$ cat src/rtl/cc_timer_pkg.sv
package cc_timer_pkg;
  localparam int CTL_W = 12;

  typedef enum logic [1:0] {SEL_CNT = 2'd0, SEL_GRA = 2'd1, SEL_GRB = 2'd2, SEL_CTL = 2'd3} wsel_e;
  typedef enum logic [1:0] {CLR_NONE = 2'd0, CLR_A = 2'd1, CLR_B = 2'd2, CLR_GRP = 2'd3} clr_e;

  // bit 0 run ... bit 11 group member
  typedef struct packed {
    logic       grp;
    logic [1:0] b_edge;
    logic [1:0] a_edge;
    logic       b_cap;
    logic       a_cap;
    logic       pwm;
    logic       ext;
    clr_e       clr;
    logic       run;
  } ctl_t;

  function automatic logic edge_hit(logic [1:0] sel, logic cur, logic prev);
    case (sel)
      2'd0:    return cur & ~prev;
      2'd1:    return ~cur & prev;
      default: return cur ^ prev;
    endcase
  endfunction
endpackage

$ cat src/rtl/cc_edge_det.sv
module cc_edge_det #(
  parameter int N = 3
) (
  input  logic         clk_i,
  input  logic         rst_ni,
  input  logic [N-1:0] in_i,
  output logic [N-1:0] prev_o
);
  always_ff @(posedge clk_i or negedge rst_ni) begin
    if (!rst_ni) prev_o <= '0;
    else         prev_o <= in_i;
  end
endmodule

$ cat src/rtl/cc_timer_chan.sv
module cc_timer_chan
  import cc_timer_pkg::*;
#(
  parameter int W = 16
) (
  input  logic         clk_i,
  input  logic         rst_ni,
  input  logic         ctl_we_i,
  input  logic         ga_we_i,
  input  logic         gb_we_i,
  input  logic         cnt_ld_i,
  input  logic [W-1:0] wdata_i,
  input  logic         evt_i,
  input  logic         cap_a_i,
  input  logic         cap_b_i,
  input  logic         grp_clr_i,
  output logic         own_clr_o,
  output logic         grp_o,
  output logic         pwm_o,
  output logic [W-1:0] cnt_o,
  output logic [W-1:0] ga_o,
  output logic [W-1:0] gb_o,
  output logic         pin_o,
  output logic         ovf_o,
  output logic         capf_a_o,
  output logic         capf_b_o
);
  ctl_t       ctl;
  logic [2:0] prev;
  logic       tick, match_a, match_b, cap_a_ev, cap_b_ev, do_clr;

  cc_edge_det #(.N(3)) u_edge (
    .clk_i  (clk_i),
    .rst_ni (rst_ni),
    .in_i   ({cap_b_i, cap_a_i, evt_i}),
    .prev_o (prev)
  );

  always_comb begin
    tick     = ctl.run & (~ctl.ext | (evt_i & ~prev[0]));
    // PWM overrides capture selection
    match_a  = tick & (ctl.pwm | ~ctl.a_cap) & (cnt_o == ga_o);
    match_b  = tick & (ctl.pwm | ~ctl.b_cap) & (cnt_o == gb_o);
    cap_a_ev = ~ctl.pwm & ctl.a_cap & edge_hit(ctl.a_edge, cap_a_i, prev[1]);
    cap_b_ev = ~ctl.pwm & ctl.b_cap & edge_hit(ctl.b_edge, cap_b_i, prev[2]);
    own_clr_o = ((ctl.clr == CLR_A) & (match_a | cap_a_ev)) |
                ((ctl.clr == CLR_B) & (match_b | cap_b_ev));
    do_clr   = own_clr_o | ((ctl.clr == CLR_GRP) & ctl.grp & grp_clr_i);
  end

  assign grp_o = ctl.grp;
  assign pwm_o = ctl.pwm;

  always_ff @(posedge clk_i or negedge rst_ni) begin
    if (!rst_ni) begin
      ctl   <= '0;
      cnt_o <= '0;
      ovf_o <= 1'b0;
    end else begin
      if (ctl_we_i) ctl <= ctl_t'(wdata_i[CTL_W-1:0]);
      if (cnt_ld_i) begin
        cnt_o <= wdata_i;
        ovf_o <= 1'b0;
      end else if (do_clr) begin
        cnt_o <= '0;
      end else if (tick) begin
        cnt_o <= cnt_o + W'(1);
        if (&cnt_o) ovf_o <= 1'b1;
      end
    end
  end

  always_ff @(posedge clk_i or negedge rst_ni) begin
    if (!rst_ni) begin
      ga_o     <= '1;
      gb_o     <= '1;
      capf_a_o <= 1'b0;
      capf_b_o <= 1'b0;
    end else begin
      if (ga_we_i) begin
        ga_o     <= wdata_i;
        capf_a_o <= 1'b0;
      end else if (cap_a_ev) begin
        ga_o     <= cnt_o;
        capf_a_o <= 1'b1;
      end
      if (gb_we_i) begin
        gb_o     <= wdata_i;
        capf_b_o <= 1'b0;
      end else if (cap_b_ev) begin
        gb_o     <= cnt_o;
        capf_b_o <= 1'b1;
      end
    end
  end

  always_ff @(posedge clk_i or negedge rst_ni) begin
    if (!rst_ni)            pin_o <= 1'b0;
    else if (ctl.pwm) begin
      if (match_b)          pin_o <= 1'b0;
      else if (match_a)     pin_o <= 1'b1;
    end
  end
endmodule

$ cat src/rtl/cc_timer_group.sv
module cc_timer_group
  import cc_timer_pkg::*;
#(
  parameter int NCH = 3,
  parameter int W   = 16,
  localparam int CHW = (NCH > 1) ? $clog2(NCH) : 1
) (
  input  logic             clk_i,
  input  logic             rst_ni,
  input  logic             wr_en_i,
  input  logic [CHW-1:0]   wr_ch_i,
  input  logic [1:0]       wr_sel_i,
  input  logic [W-1:0]     wr_data_i,
  input  logic [NCH-1:0]   evt_i,
  input  logic [NCH-1:0]   cap_a_i,
  input  logic [NCH-1:0]   cap_b_i,
  output logic [NCH*W-1:0] cnt_o,
  output logic [NCH*W-1:0] gra_o,
  output logic [NCH*W-1:0] grb_o,
  output logic [NCH-1:0]   pin_o,
  output logic [NCH-1:0]   ovf_o,
  output logic [NCH-1:0]   capf_a_o,
  output logic [NCH-1:0]   capf_b_o
);
  logic [NCH-1:0] own_clr, grp_en, pwm_en;
  logic           tgt_grp, grp_clr;

  always_comb begin
    tgt_grp = 1'b0;
    for (int k = 0; k < NCH; k++)
      if (32'(wr_ch_i) == k) tgt_grp = grp_en[k];
  end

  assign grp_clr = |(own_clr & grp_en);

  for (genvar i = 0; i < NCH; i++) begin : g_ch
    logic sel_me, ld;
    assign sel_me = wr_en_i && (32'(wr_ch_i) == i);
    assign ld     = wr_en_i && (wr_sel_i == SEL_CNT) &&
                    ((32'(wr_ch_i) == i) || (grp_en[i] && tgt_grp));

    cc_timer_chan #(.W(W)) u_chan (
      .clk_i     (clk_i),
      .rst_ni    (rst_ni),
      .ctl_we_i  (sel_me && (wr_sel_i == SEL_CTL)),
      .ga_we_i   (sel_me && (wr_sel_i == SEL_GRA)),
      .gb_we_i   (sel_me && (wr_sel_i == SEL_GRB)),
      .cnt_ld_i  (ld),
      .wdata_i   (wr_data_i),
      .evt_i     (evt_i[i]),
      .cap_a_i   (cap_a_i[i]),
      .cap_b_i   (cap_b_i[i]),
      .grp_clr_i (grp_clr),
      .own_clr_o (own_clr[i]),
      .grp_o     (grp_en[i]),
      .pwm_o     (pwm_en[i]),
      .cnt_o     (cnt_o[i*W +: W]),
      .ga_o      (gra_o[i*W +: W]),
      .gb_o      (grb_o[i*W +: W]),
      .pin_o     (pin_o[i]),
      .ovf_o     (ovf_o[i]),
      .capf_a_o  (capf_a_o[i]),
      .capf_b_o  (capf_b_o[i])
    );
  end
endmodule

$ cat config.mk
export PLATFORM = sky130hd
export DESIGN_NAME = cc_timer_group
export DESIGN_NICKNAME = d
export VERILOG_FILES = /design/src/rtl/cc_timer_pkg.sv /design/src/rtl/cc_edge_det.sv /design/src/rtl/cc_timer_chan.sv /design/src/rtl/cc_timer_group.sv
export SDC_FILE = /design/constraint.sdc
export NUM_CORES = 1
export LEC_CHECK = 0
export BUFFER_PORTS_ARGS = -buffer_cell sky130_fd_sc_hd__buf_2
export CORE_ASPECT_RATIO = 1.4
export CORE_MARGIN = 1.5
export CORE_UTILIZATION = 40
export CTS_BUF_LIST = sky130_fd_sc_hd__clkbuf_2
export DETAILED_ROUTE_END_ITERATION = 8
export SYNTH_ARGS = -nofsm -noshare
export SYNTH_HDL_FRONTEND = slang
export SYNTH_SLANG_ARGS = --single-unit
$ cat constraint.sdc
create_clock -name clk_i -period 4.13 [get_ports clk_i]
set_input_delay 0.413 -clock clk_i [delete_from_list [all_inputs] [get_ports clk_i]]
set_output_delay 0.413 -clock clk_i [all_outputs]
set_load 0.02 [all_outputs]
==> Yosys cells after proc, flatten, opt, wreduce, memory -nomap -nowiden <==
Cells that the tools add are included.
W data, S select, Z words.
{ "totals": {"ff_bits": 201, "latch_bits": 0, "mem_bits_rw": 0, "rom_bits": 0, "inputBits": 32, "out_inout_bits": 156, "word_cells": 310, "n_memories": 0} }
{ "op_classes": {"addsub": 3, "multipliers": 0, "div": 0, "n_lt_le_gt_ge": 0, "n_eq_ne": 29, "shift": 0, "n_mux": 60, "bitwise": 109, "n_reduce_logical": 58} }
{ "op_table": {"columns": ["op", "count"], "rows": [
  ["$mux W16", 21],
  ["$eq A16 B16 Y1", 6],
  ["$and A1 B1 Y1", 54],
  ["$add A16 B1 Y16 const B", 3],
  ["$reduce_and A16 Y1", 3],
  ["$mux W1", 33],
  ["$reduce_bool A2 Y1", 15],
  ["$not A1 Y1", 27],
  ["$eq A2 B1 Y1 const B", 11],
  ["$or A1 B1 Y1", 21],
  ["$logic_and A1 B1 Y1", 19],
  ["$eq A2 B2 Y1 const B", 9],
  ["$logic_not A2 Y1", 8],
  ["$pmux W1 S2", 6],
  ["$reduce_and A3 Y1", 3],
  ["$reduce_bool A3 Y1", 3],
  ["$ne A2 B2 Y1 const B", 3],
  ["$reduce_and A2 Y1", 3],
  ["$xor A1 B1 Y1", 6],
  ["$and A3 B3 Y3", 1],
  ["$logic_or A1 B1 Y1", 3],
  ["$reduce_or A3 Y1", 1]
]} }

==> Depth between registers and ports, before layout <==
{ "depth": {"word_depth": 15, "mapped_depth": 12, "mapped_depth_nobuf": 10} }

==> Cells and area by module <==
Synthesis repeated with hierarchy kept, for this count alone.
{ "hier_totals": {"hier_cells": 1184, "hier_area_um2": 11629.9} }
{ "by_module_without_submodules": {"columns": ["mod", "instances", "cells_per_inst", "area_each_um2", "seq_area_each_um2"], "rows": [
  ["cc_timer_chan at g_ch[0].u_chan ...", 2, 372, 3706.1, 1641.6],
  ["cc_timer_chan at g_ch[2].u_chan", 1, 402, 3822.4, 1641.6],
  ["cc_edge_det", 3, 3, 75.1, 75.1],
  ["cc_timer_group", 1, 29, 170.2, 0.0]
]} }

==> Worst setup path after synthesis <==
OpenSTA, ideal clock, no wires.
{ "synth_timing": {"kind": "input -> register", "start": "in cap_b_i[1]", "end": "reg g_ch[2].u_chan.cnt_o[15]", "setup_ps": 94, "t_arrival_ps": 2380, "t_required_ps": 4036, "slack_ps": 1656, "path_stages": 11, "path_buffers": 1, "path_cell_list": "inv_1 -> ha_1 -> mux2_4 -> o2111ai_2 -> buf_6 -> nor3b_1 -> a41oi_2 -> a211oi_2 -> a211o_4 -> a311o_1 -> a221oi_2"} }
{ "synth_between": {"elab_chain_len": 13, "elab_cells_between_ends": 16, "cone_classes": "mux (3); bitwise (11); reduce/logical (2)"} }
{ "synth_lines": {"columns": ["item", "line", "rtl"], "rows": [
  ["start, declared", "cc_timer_group.sv:16", "input logic [NCH-1:0] cap_b_i,"],
  ["$not A1 Y1", "cc_timer_pkg.sv:23", "2'd1: return ~cur & prev;"],
  ["$and A1 B1 Y1", "cc_timer_pkg.sv:23", null],
  ["$pmux W1 S2 *", "cc_timer_pkg.sv:21", "case (sel)"],
  ["$and A1 B1 Y1 *", "cc_timer_chan.sv:45", "cap_b_ev = ~ctl.pwm & ctl.b_cap & edge_hit(ctl.b_edge, cap_b_i, prev[2]);"],
  ["$or A1 B1 Y1 *", "cc_timer_chan.sv:47", "((ctl.clr == CLR_B) & (match_b | cap_b_ev));"],
  ["$and A1 B1 Y1 *", "cc_timer_chan.sv:47", null],
  ["$or A1 B1 Y1 *", "cc_timer_chan.sv:46", "own_clr_o = ((ctl.clr == CLR_A) & (match_a | cap_a_ev)) |"],
  ["$and A3 B3 Y3 *", "cc_timer_group.sv:34", "assign grp_clr = |(own_clr & grp_en);"],
  ["$reduce_or A3 Y1 *", "cc_timer_group.sv:34", null],
  ["$and A1 B1 Y1 *", "cc_timer_chan.sv:48", "do_clr = own_clr_o | ((ctl.clr == CLR_GRP) & ctl.grp & grp_clr_i);"],
  ["$or A1 B1 Y1 *", "cc_timer_chan.sv:48", null],
  ["$mux W16", "cc_timer_chan.sv:64", "end else if (do_clr) begin"],
  ["$mux W16", "cc_timer_chan.sv:61", "if (cnt_ld_i) begin"],
  ["end signal, assigned", "cc_timer_chan.sv:62", "cnt_o <= wdata_i;"],
  ["end signal, assigned", "cc_timer_chan.sv:67", "cnt_o <= cnt_o + W'(1);"],
  ["end, declared", "cc_timer_chan.sv:20", "output logic [W-1:0] cnt_o,"]
]} }
Mark *: on every way between the ends. The rest lies on a longest branch, timed or not.
A chain may end at the register's enable or synchronous reset.

==> Final worst setup path <==
{ "layout_timing": {"start": "reg g_ch[0].u_chan.cnt_o[3]", "end": "reg g_ch[1].u_chan.cnt_o[4]"} }
{ "layout_between": {"elab_chain_len": 11, "elab_cells_between_ends": 16, "cone_classes": "eq/ne (2); mux (2); bitwise (10); reduce/logical (2)"} }
{ "layout_lines": {"columns": ["item", "line"], "rows": [
  ["start, declared", "cc_timer_chan.sv:20"],
  ["start signal, assigned", "cc_timer_chan.sv:62"],
  ["start signal, assigned", "cc_timer_chan.sv:67"],
  ["$eq A16 B16 Y1 (on tied branches)", "cc_timer_chan.sv:42, cc_timer_chan.sv:43"],
  ["$and A1 B1 Y1 (on tied branches)", "cc_timer_chan.sv:42, cc_timer_chan.sv:43"],
  ["$or A1 B1 Y1 (on tied branches)", "cc_timer_chan.sv:46, cc_timer_chan.sv:47"],
  ["$and A1 B1 Y1 (on tied branches)", "cc_timer_chan.sv:46, cc_timer_chan.sv:47"],
  ["$or A1 B1 Y1 *", "cc_timer_chan.sv:46"],
  ["$and A3 B3 Y3 *", "cc_timer_group.sv:34"],
  ["$reduce_or A3 Y1 *", "cc_timer_group.sv:34"],
  ["$and A1 B1 Y1 *", "cc_timer_chan.sv:48"],
  ["$or A1 B1 Y1 *", "cc_timer_chan.sv:48"],
  ["$mux W16", "cc_timer_chan.sv:64"],
  ["$mux W16", "cc_timer_chan.sv:61"],
  ["end signal, assigned", "cc_timer_chan.sv:62"],
  ["end signal, assigned", "cc_timer_chan.sv:67"],
  ["end, declared", "cc_timer_chan.sv:20"]
]} }
Marked as above.

==> summary.md <==
| Metric | Value |
|---|---|
| Area growth syn-to-layout | 16.0% |
| Placed insts | 1,613 |
| Final Non-Filler Cells | 1,741 |
| Clk root buf | clkbuf_2 |
| Pins Over Slew Limit | 0 |
| DRC Markers | 0 |
| Flops & latches, synth | 201 |
| Critical Path Max Stage Delay | 0.59 ns |
| Die Y | 202 um |
| Worst EP arrival | 3.71 ns |
| Main flop type after synthesis | dfrtp_1 |
| CTS tree | built |
| Clk_skew | 0.0881 ns |
| Share of cells above drive strength 1 | 32.9% |
| Pin count of the biggest net entering global routing | 114 |
| Largest cells by area after synthesis | dfrtp_1 23%, dfstp_2 22%, mux2i_1 8.2% |
| Fmax | 330 MHz |
| CP Max Fanout | 17 |
| Post-synth EDFFs | 0 |
| # port buffers | 187 |
| Die area | 29,300 um2 |
| Clk buf depth | 3 |
| First-pass GRT wire length | 56,200 um |
| Leakage power | 6.17 nW |
| Pwr Density | 733 nW/um2 |
| Maximum vdd ir drop | 0.000291 V |
| Initial antenna violation count | 1 |
| Initial Util | 40.7% |
| Setup bufs post-CTS | 0 |
| Crit-path leading delay family | compound AO/OA/AOI/OAI gates |
| Worst Path Buf+Inv | 0 |
| Max stage delay cell, worst path | o21ai_2 |
| Post-synth top area cell | dfrtp_1 |
| CP required | 4.81 ns |
| Number of buffers created by CTS | 53 |
| Final ANT Viol Nets | 0 |
| Total Routing Usage GR | 24.8% |
| GPL Wtd Cong | 0.894 |
| Clock-pin slew on the worst setup and hold paths | 0.11 ns |
| CP Class | reg -> reg |
| Layout Utilization | 47.2% |
| Max Cap Viol | 0 |
| Final period util | 73.4% |
| # clock sinks | 201 |
| DRT Pass-1 Iters | 5 |
| DRT iter0 DRCs | 554 |
| Post-DP Area | 12,400 um2 |
| Min cycle time layout | 3.03 ns |
| GRT Residual Overflow | 0 |
| CP endpoint kind | flip-flop |
| DR WL/cell | 20.7 um |
| Hold WC Path Type | in -> reg |
| Status | finished, final reports clean |
| RSZ-0062 raised after global routing | false |
| Ys async rst share | 100% |
| Worst-Skew Late Latency | 0.87 ns |
| Storage cell area | 5150 um2 |
| Total negative slack | 0 ns |
| Core box area | 27,700 um2 |
| Syn Nets | 1,198 |
| Htree depth | 2 |
| Final WL | 36,000 um |
| Yosys cell types | 66 |
| Syn Std Cell Area | 11,300 um2 |
| Num rows | 72 |
| Synth Instances | 1,151 |
| Post-route cell area | 13,100 um2 |
| DP HPWL | 24,500 um |
| Yosys Warn Count | 0 |
| Via/cell ratio | 5.30 |
| Yosys top cell area share | 23.3% |
| CTS resizes | 0 |
| Fin nets | 1,371 |
| Synth Area per Inst | 9.82 um2 |
| Max_slew headroom | 16.1% |
| Seq/Total Area, Yosys | 45.6% |
| Vias in the first global route | 9,516 |
| Die Width | 145 um |
| Via Count | 9,236 |
| Cell breakdown of the critical path | xor2_1, nor4_1, nand3_1, o41ai_1, a22o_2, a22oi_1, o21ai_2, o21ai_0 |
| Multi-input logic area | 5500 um2 |
| Filler cell count | 2,733 |
| Final Hold Vio Count | 0 |
| # IOs | 188 |
| Hold_ws | 0.217 ns |
| CP Launch Type | flip-flop |
| Worst-margin pin slew | 1.26 ns |
| Final setup viols | 0 |
[synthesized netlist by cell type, drive strengths merged, types with 3 or more instances]
cell / n
mux2i: 92
o211ai: 3
nor2b: 8
clkbuf: 62
o31ai: 14
ha: 15
o21ai: 124
dfrtp: 105
a22o: 16
nor4: 16
inv: 30
dfstp: 96
nand3: 30
a211oi: 4
nor3: 9
a31oi: 3
xnor2: 70
buf: 55
o2111ai: 3
nand2: 169
nand4: 19
a221oi: 3
nand2b: 5
and3: 8
mux2: 35
a21oi: 21
a21boi: 3
nor2: 37
xor2: 68
[registers in the layout, summed over array words and instances (netlist names)]
register,flops
g_ch.u_chan.grp_o,3
g_ch.u_chan.pwm_o,3
g_ch.u_chan.capf_a_o,3
g_ch.u_chan.ovf_o,3
g_ch.u_chan.gb_o,48
g_ch.u_chan.capf_b_o,3
g_ch.u_chan.ctl,30
g_ch.u_chan.ga_o,48
g_ch.u_chan.cnt_o,48
g_ch.u_chan.u_edge.prev_o,9
g_ch.u_chan.pin_o,3
[worst register-to-register path, stage by stage (launching register included)]
cell and delay (ns):
dfrtp_1 0.49, xor2_1 0.18, nor4_1 0.43, nand3_1 0.19, o41ai_1 0.28, a22o_2 0.35, a22oi_1 0.13, o21ai_2 0.59
o21ai_0 0.21
[metal layers]
metal | up-vias | GRT usage [%] | wire [um]
met5 | - | 0 | 0
met2 | 336 | 41.7 | 17600
met1 | 4524 | 30.9 | 14800
met4 | 0 | 11.1 | 1390
li1 | 4296 | - | -
met3 | 80 | 4.83 | 2170
[worst paths after layout]
check	cells after the start	slack, ns	start	end
max in group asynchronous	3	2.84	rst_ni	g_ch[1].u_chan.gb_o[4]
max reg2reg	8	1.10	g_ch[0].u_chan.cnt_o[3]	g_ch[1].u_chan.cnt_o[4]
min reg2reg	1	0.48	g_ch[0].u_chan.pwm_o	g_ch[0].u_chan.pin_o
min	2	0.22	evt_i[2]	g_ch[2].u_chan.u_edge.prev_o[0]
min in group asynchronous	2	0.31	rst_ni	g_ch[1].u_chan.cnt_o[12]
max	8	1.10	g_ch[0].u_chan.cnt_o[3]	g_ch[1].u_chan.cnt_o[4]
[power by group]
part / total, mW / leakage, nW / switching, mW / internal (mW)
combinational: 4.01 / 3.48 / 2.33 / 1.69
sequential: 4.17 / 2.30 / 1.15 / 3.02
clock: 1.42 / 0.389 / 0.863 / 0.556
[final cells by class]
| class | instances | area share [%] |
|---|---|---|
| sequential | 201 | 39.3 |
| clock buffer | 88 | 3.36 |
| inverter | 30 | 0.859 |
| clock inverter | 12 | 0.353 |
| timing repair buffer | 235 | 10.6 |
| multi-input combinational | 803 | 42.0 |
| tap | 370 | 3.53 |
| antenna | 2 | 0.0382 |
[per-stage QoR]
step | power [mW] | setup WS, ns
floorplan | 6.79 | 1.66
global placement | 8.16 | 1.13
detailed placement | 8.21 | 1.09
CTS | 9.68 | 1.06
global route | 10.2 | 0.781
finish | 9.60 | 1.10
[what timing repair did]
action	in CTS	in global routing
endpoints found under the setup margin	0	0
hold buffers	26	0
hold endpoints to repair	195	0
[cells in the final DEF, fill, tap and decap left out, types with 3 or more instances in the layout]
cell           count
buf_2            186
nand2_1          169
o21ai_0          113
dfrtp_1          105
dfstp_2           96
mux2i_1           92
clkbuf_2          88
xnor2_1           70
xor2_1            68
nand3_1           30
nor2_1            30
mux2_2            30
inv_1             30
dlygate4sd3_1     26
a21oi_1           21
buf_4             21
nand4_1           19
nor4_1            16
a22o_1            15
ha_1              15
o31ai_1           14
o21ai_1           10
clkinv_1          10
nor3_1             9
and3_1             8
nor2b_1            8
nor2_2             7
nand2b_1           5
a211oi_1           3
mux2_1             3
o2111ai_2          3
[logic make-up after synthesis]
family	Yosys count	synth area share [%]
compound gates	213	11.9
xor+xnor	138	10.7
fa+ha+maj	15	1.66
buf+inv	147	5.97
flops	201	45.6
mux	127	11.7
simple gates	310	12.5
No activity file was read; power rests on OpenSTA's default activity.
